File: src/rtl/sram_strobe_ctrl.sv
module sram_strobe_ctrl #(
  parameter int CLK_PS  = 4000,
  parameter int AW      = 17,
  parameter int LANES   = 4,
  parameter int LANE_W  = 8,
  parameter int T_RC_PS = 15000,
  parameter int T_AA_PS = 15000,
  parameter int T_WC_PS = 15000,
  parameter int T_WP_PS = 12000,
  parameter int T_AW_PS = 12000,
  parameter int T_DW_PS = 10000,
  parameter int T_HZ_PS = 8000
) (
  input  logic                     clk,
  input  logic                     rst_n,
  input  logic                     req,
  input  logic                     wr,
  input  logic [AW-1:0]            addr,
  input  logic [LANES*LANE_W-1:0]  wdata,
  input  logic [LANES-1:0]         be,
  output logic                     ready,
  output logic                     done,
  output logic [LANES*LANE_W-1:0]  rdata,
  output logic [AW-1:0]            mem_addr,
  output logic [LANES-1:0]         mem_cs_n,
  output logic                     mem_we_n,
  output logic                     mem_oe_n,
  output logic [LANES*LANE_W-1:0]  mem_dq_o,
  output logic                     mem_dq_oe,
  input  logic [LANES*LANE_W-1:0]  mem_dq_i
);

  function automatic int cyc(input int ps);
    int c;
    c = (ps + CLK_PS - 1) / CLK_PS;
    return (c < 1) ? 1 : c;
  endfunction

  function automatic int mx(input int a, input int b);
    return (a > b) ? a : b;
  endfunction

  localparam int WR_PULSE = mx(mx(cyc(T_WP_PS), cyc(T_DW_PS)), mx(cyc(T_AW_PS), cyc(T_WC_PS) - 2));
  localparam int RD_CYC   = mx(cyc(T_RC_PS), cyc(T_AA_PS));
  localparam int TURN_CYC = cyc(T_HZ_PS);
  localparam int CNT_W    = $clog2(mx(mx(WR_PULSE, RD_CYC), TURN_CYC) + 1);

  typedef enum logic [2:0] {S_IDLE, S_WARM, S_WHOLD, S_WREL, S_RACC, S_TURN} st_t;

  st_t              st;
  logic [CNT_W-1:0] cnt;
  logic [LANES-1:0] be_q;

  assign ready = (st == S_IDLE);

  always_ff @(posedge clk) begin
    if (!rst_n) begin
      st        <= S_IDLE;
      cnt       <= '0;
      be_q      <= '0;
      done      <= 1'b0;
      rdata     <= '0;
      mem_addr  <= '0;
      mem_cs_n  <= '1;
      mem_we_n  <= 1'b1;
      mem_oe_n  <= 1'b1;
      mem_dq_o  <= '0;
      mem_dq_oe <= 1'b0;
    end else begin
      done <= 1'b0;
      case (st)
        S_IDLE: if (req) begin
          mem_addr <= addr;
          if (wr) begin
            mem_we_n  <= 1'b0;
            mem_dq_oe <= 1'b1;
            mem_dq_o  <= wdata;
            be_q      <= be;
            st        <= S_WARM;
          end else begin
            mem_cs_n <= '0;
            mem_oe_n <= 1'b0;
            cnt      <= CNT_W'(RD_CYC - 1);
            st       <= S_RACC;
          end
        end
        S_WARM: begin
          mem_cs_n <= ~be_q;
          cnt      <= CNT_W'(WR_PULSE - 1);
          st       <= S_WHOLD;
        end
        S_WHOLD: if (cnt == '0) begin
          mem_cs_n <= '1;
          mem_we_n <= 1'b1;
          st       <= S_WREL;
        end else cnt <= cnt - 1'b1;
        S_WREL: begin
          mem_dq_oe <= 1'b0;
          done      <= 1'b1;
          st        <= S_IDLE;
        end
        S_RACC: if (cnt == '0) begin
          rdata    <= mem_dq_i;
          mem_cs_n <= '1;
          mem_oe_n <= 1'b1;
          done     <= 1'b1;
          cnt      <= CNT_W'(TURN_CYC - 1);
          st       <= S_TURN;
        end else cnt <= cnt - 1'b1;
        S_TURN: if (cnt == '0) st <= S_IDLE;
                else cnt <= cnt - 1'b1;
        default: st <= S_IDLE;
      endcase
    end
  end

  AST_IDLE_QUIET: assert property (@(posedge clk) disable iff (!rst_n)
    ready |-> (mem_we_n && mem_oe_n && (&mem_cs_n) && !mem_dq_oe));
  AST_WE_LEADS_CS: assert property (@(posedge clk) disable iff (!rst_n)
    $fell(mem_we_n) |-> ((&mem_cs_n) && mem_oe_n));
  AST_CS_AFTER_WE: assert property (@(posedge clk) disable iff (!rst_n)
    ($past(&mem_cs_n) && !(&mem_cs_n) && mem_oe_n) |-> !$past(mem_we_n));
  AST_RELEASE_TOGETHER: assert property (@(posedge clk) disable iff (!rst_n)
    $rose(mem_we_n) |-> (&mem_cs_n));
  AST_NO_BUS_FIGHT: assert property (@(posedge clk) disable iff (!rst_n)
    mem_dq_oe |-> mem_oe_n);
  AST_DRIVE_IN_WRITE: assert property (@(posedge clk) disable iff (!rst_n)
    !mem_we_n |-> mem_dq_oe);
  AST_ADDR_HELD: assert property (@(posedge clk) disable iff (!rst_n)
    (!$past(mem_we_n) || !(&$past(mem_cs_n))) |-> $stable(mem_addr));
  AST_READ_ALL_LANES: assert property (@(posedge clk) disable iff (!rst_n)
    !mem_oe_n |-> ((mem_cs_n == '0) && mem_we_n));
  AST_DONE_SINGLE: assert property (@(posedge clk) disable iff (!rst_n)
    done |=> !done);

endmodule

File: config.mk
export PLATFORM = sky130hd
export DESIGN_NAME = sram_strobe_ctrl
export DESIGN_NICKNAME = d
export VERILOG_FILES = /design/src/rtl/sram_strobe_ctrl.sv
export SDC_FILE = /design/constraint.sdc
export NUM_CORES = 1
export LEC_CHECK = 0
export BUFFER_PORTS_ARGS = -buffer_cell sky130_fd_sc_hd__buf_4
export CAP_MARGIN = 20
export CORE_UTILIZATION = 45
export CTS_BUF_LIST = sky130_fd_sc_hd__clkbuf_4
export CTS_CLUSTER_DIAMETER = 60
export DETAILED_ROUTE_END_ITERATION = 10
export MAX_ROUTING_LAYER = met4
export PLACE_DENSITY = 0.88
export RECOVER_POWER = 100
export SYNTH_ARGS = -nofsm -noshare
export SYNTH_HDL_FRONTEND = slang
export SYNTH_SLANG_ARGS = --single-unit
export TNS_END_PERCENT = 100
File: constraint.sdc
create_clock -name clk -period 2.2 [get_ports clk]
set_input_delay 0.44 -clock clk [delete_from_list [all_inputs] [get_ports clk]]
set_output_delay 0.44 -clock clk [all_outputs]
set_load 0.01 [all_outputs]
Yosys cells after proc, flatten, opt, wreduce, memory -nomap -nowiden
Cells that the tools add are included.

$add $sub $neg: 1. Equal/unequal tests: 13. Muxes and demuxes: 27. Bitwise logic cells: 1. Reduce and logical (&&, ||, !) cells: 18.

Operators by type and width (number): 3-bit 2-to-1 mux (9); 4-bit AND reduction (5); 3-bit one-hot mux with 5 select lines (1); 2-bit != test, second input constant (7); 4-bit 2-to-1 mux (3); 3-bit one-hot mux with 4 select lines (1); 4-bit one-hot mux with 3 select lines (1); 1-bit 2-to-1 mux (8); 1-bit one-hot mux with 2 select lines (4); 3-bit by 2-bit == test with 1-bit output, second input constant (2); 3-bit == test, second input constant (2); 3-bit logical NOT (2); 3-bit AND reduction (2); 2-bit nonzero test (3); 4-bit NOT (1); 2-bit AND reduction (2); 4-bit nonzero test (1); 2-bit OR reduction (2); 3-bit by 1-bit == test with 1-bit output, second input constant (1); 3-bit nonzero test (1); 3-bit by 1-bit subtractor with 3-bit output, second input constant (1); 2-bit by 1-bit != test with 1-bit output, second input constant (1).

Register bits: 99. Input bits: 89. Output and inout port bits: 90. Word-level logic and storage cells: 71.

Depth between registers and ports, before layout
Depth after elaboration: 4. Depth in mapped cells: 7. Gate-level depth less buffers: 6.

Worst setup path before layout
No wires, ideal clock.

Kind: register to register. From: register st[2]. To: register mem_addr[10]. Library setup time: 0.132 ns. Arrival: 1.517 ns. Data required time: 2.068 ns. Path slack: 0.550 ns. Stages on the path, launching flop included: 7. Buffers on the path: 2. Period minus slack after synthesis: 1.650 ns. Cells stage by stage: dfxtp_1 -> buf_2 -> nor3_1 -> nand2_1 -> clkbuf_1 -> nand2_1 -> a21oi_1.

Word-level cells in the longest chain between the ends: 2.

Ends and longest elaborated chain: from (decl) (RTL line 50) `st_t st;`; from (signal assigned) (RTL line 58) `st <= S_IDLE;`; from (signal assigned) (RTL line 79) `st <= S_WARM;`; from (signal assigned) (RTL line 84) `st <= S_RACC;`; 3-bit logical NOT; named net ready (RTL line 21) `output logic ready,`; 2-bit AND reduction (no line); to (signal assigned) (RTL line 73) `mem_addr <= addr;`; to (decl) (RTL line 24) `output logic [AW-1:0] mem_addr,`.

The timed path passes the listed nets, and every way through them passes these cells. A chain may end at the register's enable or synchronous reset.

Worst setup path after layout
From: register st[0]. To: output ready.

Word-level cells in the longest chain between the ends: 1.

Ends and longest elaborated chain: 3-bit logical NOT (RTL line 54) `assign ready = (st == S_IDLE);`; to (decl) (RTL line 21).

No other way between the ends.

==> results.py <==
metrics = {
    "power": {
        "power.switching_mw": 1.74,
        "pwr-share-comb_pct": 32.8,
        "ir_drop_v": 0.000476,
        "p_clk_share_pct": 17.9,
        "power.leakage_nw": 1.88,
        "power_density_mw_per_mm2": 946,
        "seq_power_share_pct": 49.3,
        "sw_frac_of_total_pct": 37.5,
        "finalPower_mw": 4.65,
        "power.internal_mw": 2.91,
    },
    "finish": {
        "drive_above_1_share_pct": 18.4,
        "multi_input_comb_area_mm2": 0.00159,
        "ff_latch_area_mm2": 0.00198,
        "final_cells": 746,
        "syn_to_final_growth_pct": 31.0,
        "design_area_mm2": 0.00492,
        "final_util_pct": 62.3,
        "nFillCells": 777,
        "fin_nets": 730,
    },
    "cts": {
        "clk_latency_ns": 0.44,
        "tritoncts": "built",
        "ctsHoldBuffers": 0,
        "htreeDepth": 3,
        "clockBufferDepth": 2,
        "clock-sinks": 99,
        "numCtsBuffers": 9,
        "clk_pin_slew_ns": 0.16,
        "clockRootBuffer": "clkbuf_4",
    },
    "logic_synthesis": {
        "synthTopCellsByArea": "dfxtp_1 53%, nand2_1 18%, a21oi_1 13%",
        "synth_warnings": 0,
        "synth_simple_gate_area_share_pct": 23.0,
        "synth_compound_area_share_pct": 17.3,
        "synth_area_leader_cell": "dfxtp_1",
        "synth_top_family_by_area": "simple AND/OR/NAND/NOR gates",
        "netlist_area_mm2": 0.00375,
        "synth_seq_cells": 99,
        "synthMuxAreaShare_pct": 0.800,
        "synth_area_per_cell_um2": 7.98,
        "synth_seq_area_share_pct": 52.8,
        "yosysUniqueCellTypes": 34,
        "synth-xor-area-share_pct": 0.467,
        "synth_top_area_share_pct": 52.8,
        "synth_nets": 562,
        "synthAdderAreaFrac_pct": 1.00,
        "syn_inst": 470,
    },
    "routing": {
        "wl_um": 9860,
        "avgViaCountPerCell": 5.11,
        "wire_per_inst_um": 13.2,
        "first_pass_iters": 4,
        "drc_errors": 0,
        "vias": 3810,
        "drt-initial-drc-count": 233,
        "final_antenna_net_count": 0,
    },
    "worst_hold_path": {
        "holdCritPathClass": "input port to register",
    },
    "timing": {
        "max_freq_mhz": 486,
        "fin_tns_setup_ns": 0,
        "worst_pin_slew_ns": 0.562,
        "rsz0062_at_grt": "false",
        "maxSlewViolCount": 0,
        "finalHoldViolCount": 0,
        "setup_viol": 0,
        "whs_ns": 0.223,
        "fin_skew_ns": 0.0274,
        "timing.final.ws_setup_ns": 0.144,
        "period_minus_slack_ns": 2.06,
        "relSlewSlack_pct": 62.0,
        "fin_crit_sh_pct": 93.4,
    },
    "global_route": {
        "grt_max_degree": 48,
        "grtUsageTotal_pct": 23.1,
        "gr-total-overflow": 0,
        "antenna_found_initial": 1,
        "grt_pass1_wl_um": 15500,
        "first_global_vias": 3516,
    },
    "die": {
        "rows": 32,
        "dieArea_mm2": 0.00871,
        "initial_core_util_pct": 47.6,
        "ios": 179,
        "core_mm2": 0.00789,
        "fp.dieW_um": 93.3,
        "die_h_um": 93.3,
    },
    "worst_setup_path": {
        "slowest_delay_ns": 0.51,
        "path_cells": "nor3_1 > clkbuf_1",
        "crit_arrival_ns": 1.62,
        "worstPathBufferInverterCount": 1,
        "critPathTopFamily": "flip-flops",
        "worstSetupPathType": "register to output pin",
        "cp_slowest_cell": "dfxtp_1",
        "worst-path-max-fanout": 15,
        "worst_ep_required_time_ns": 1.76,
        "cp-start-kind": "register",
        "endpoint_kind": "output pin",
    },
    "placed_design": {
        "place_hpwl_um": 7340,
        "gp_congestion": 0.898,
        "dp_cells": 729,
        "port_buffers": 178,
        "pre_cts_slack_ns": 0.307,
        "placed_area_mm2": 0.00515,
    },
    "outcome": {
        "outcome": "completed",
    },
    "job": {
        "drv_cap": 0,
    },
}
## Yosys cell counts (all sizes together)
| cell type | count |
|---|---|
| nand2 | 178 |
| inv | 4 |
| nor4b | 1 |
| o2111a | 1 |
| o211a | 1 |
| nand3b | 2 |
| xnor2 | 2 |
| nor2b | 3 |
| clkbuf | 19 |
| o2111ai | 1 |
| mux2i | 3 |
| o31ai | 1 |
| a221oi | 1 |
| o21ai | 7 |
| nor3b | 1 |
| o21a | 6 |
| and2 | 1 |
| nand3 | 4 |
| a211oi | 1 |
| dfxtp | 99 |
| nand2b | 3 |
| ha | 3 |
| buf | 12 |
| nor2 | 6 |
| a221o | 1 |
| or4b | 1 |
| a21oi | 94 |
| o311ai | 1 |
| nor3 | 9 |
| a31oi | 2 |
| o211ai | 2 |
## power by group through the flow
stage / Sequential [mW] / Clock (mW) / Combinational, mW
2_1_floorplan: 2.35 / 0 / 0.982
3_5_place_dp: 2.34 / 0 / 1.73
6_report: 2.29 / 0.834 / 1.52
3_3_place_gp: 2.32 / 0 / 1.68
4_1_cts: 2.31 / 0.869 / 1.73
5_1_grt: 2.33 / 0.936 / 1.71
## what timing repair did
item / in CTS / in global routing
resized for setup: 1 / 0
setup buffers: 0 / 0
endpoints found under the setup margin: 1 / 0
## area by class of cell
type	instances	share of cell area, %
well taps	102	2.60
diodes	1	0.0509
multi-input cells	336	32.3
repair buffers	188	22.0
inverters	4	0.305
clock buffers	10	1.53
clock inverters	6	0.840
flip-flops and latches	99	40.3
## cell usage in the layout, fill, tap and decap left out, drive strengths merged, types with 3 or more instances in the layout
master,Yosys,final
nor3,9,9
clkbuf,19,101
nand2,178,178
clkinv,0,3
nand3,4,4
mux2i,3,3
nand2b,3,3
inv,4,5
o21ai,7,7
nor2b,3,3
a21oi,94,94
dfxtp,99,99
ha,3,3
buf,12,97
nor2,6,6
o21a,6,6
## metal layers
layer	vias up	part of all wire [%]	global-route usage, %
li1	1891	-	-
met1	1745	41	27.1
met2	159	48	37.6
met3	15	8.9	6.50
met4	0	1.9	8.72
met5	-	0	-
## flip-flops by register name (all words and copies together) (netlist names)
signal     count
cnt            3
mem_addr      17
mem_we_n       1
rdata         32
mem_cs_n       4
done           1
be_q           4
mem_dq_oe      1
mem_oe_n       1
st             3
mem_dq_o      32
## worst reg2reg max path: cells and delay by family, from the launching register on
| family | cells | cell delay (ns) |
|---|---|---|
| DFF | 1 | 0.51 |
| buffers and inverters | 1 | 0.30 |
| AOI/OAI and AO/OA | 1 | 0.07 |
| and+or+nand+nor | 3 | 1.00 |
## path summary, 6_finish.rpt
path / startpoint / end / slack [ns] / cells past startpoint
hold / removal: addr[8] / mem_addr[8] / 0.22 / 3
setup reg to reg: st[0] / mem_dq_o[28] / 0.21 / 5
hold reg to reg: rdata[31] / rdata[31] / 0.46 / 2
setup / recovery: st[0] / ready / 0.14 / 2
## kinds of logic after synthesis
group                    after synthesis
multiplexers                           3
AO/OA/AOI/OAI                        119
flip-flops                            99
buffers and inverters                 35
adder cells (fa/ha/maj)                3
XOR/XNOR                               2
AND/OR/NAND/NOR                      209
Note: power is estimated with default switching activity, not from simulation.
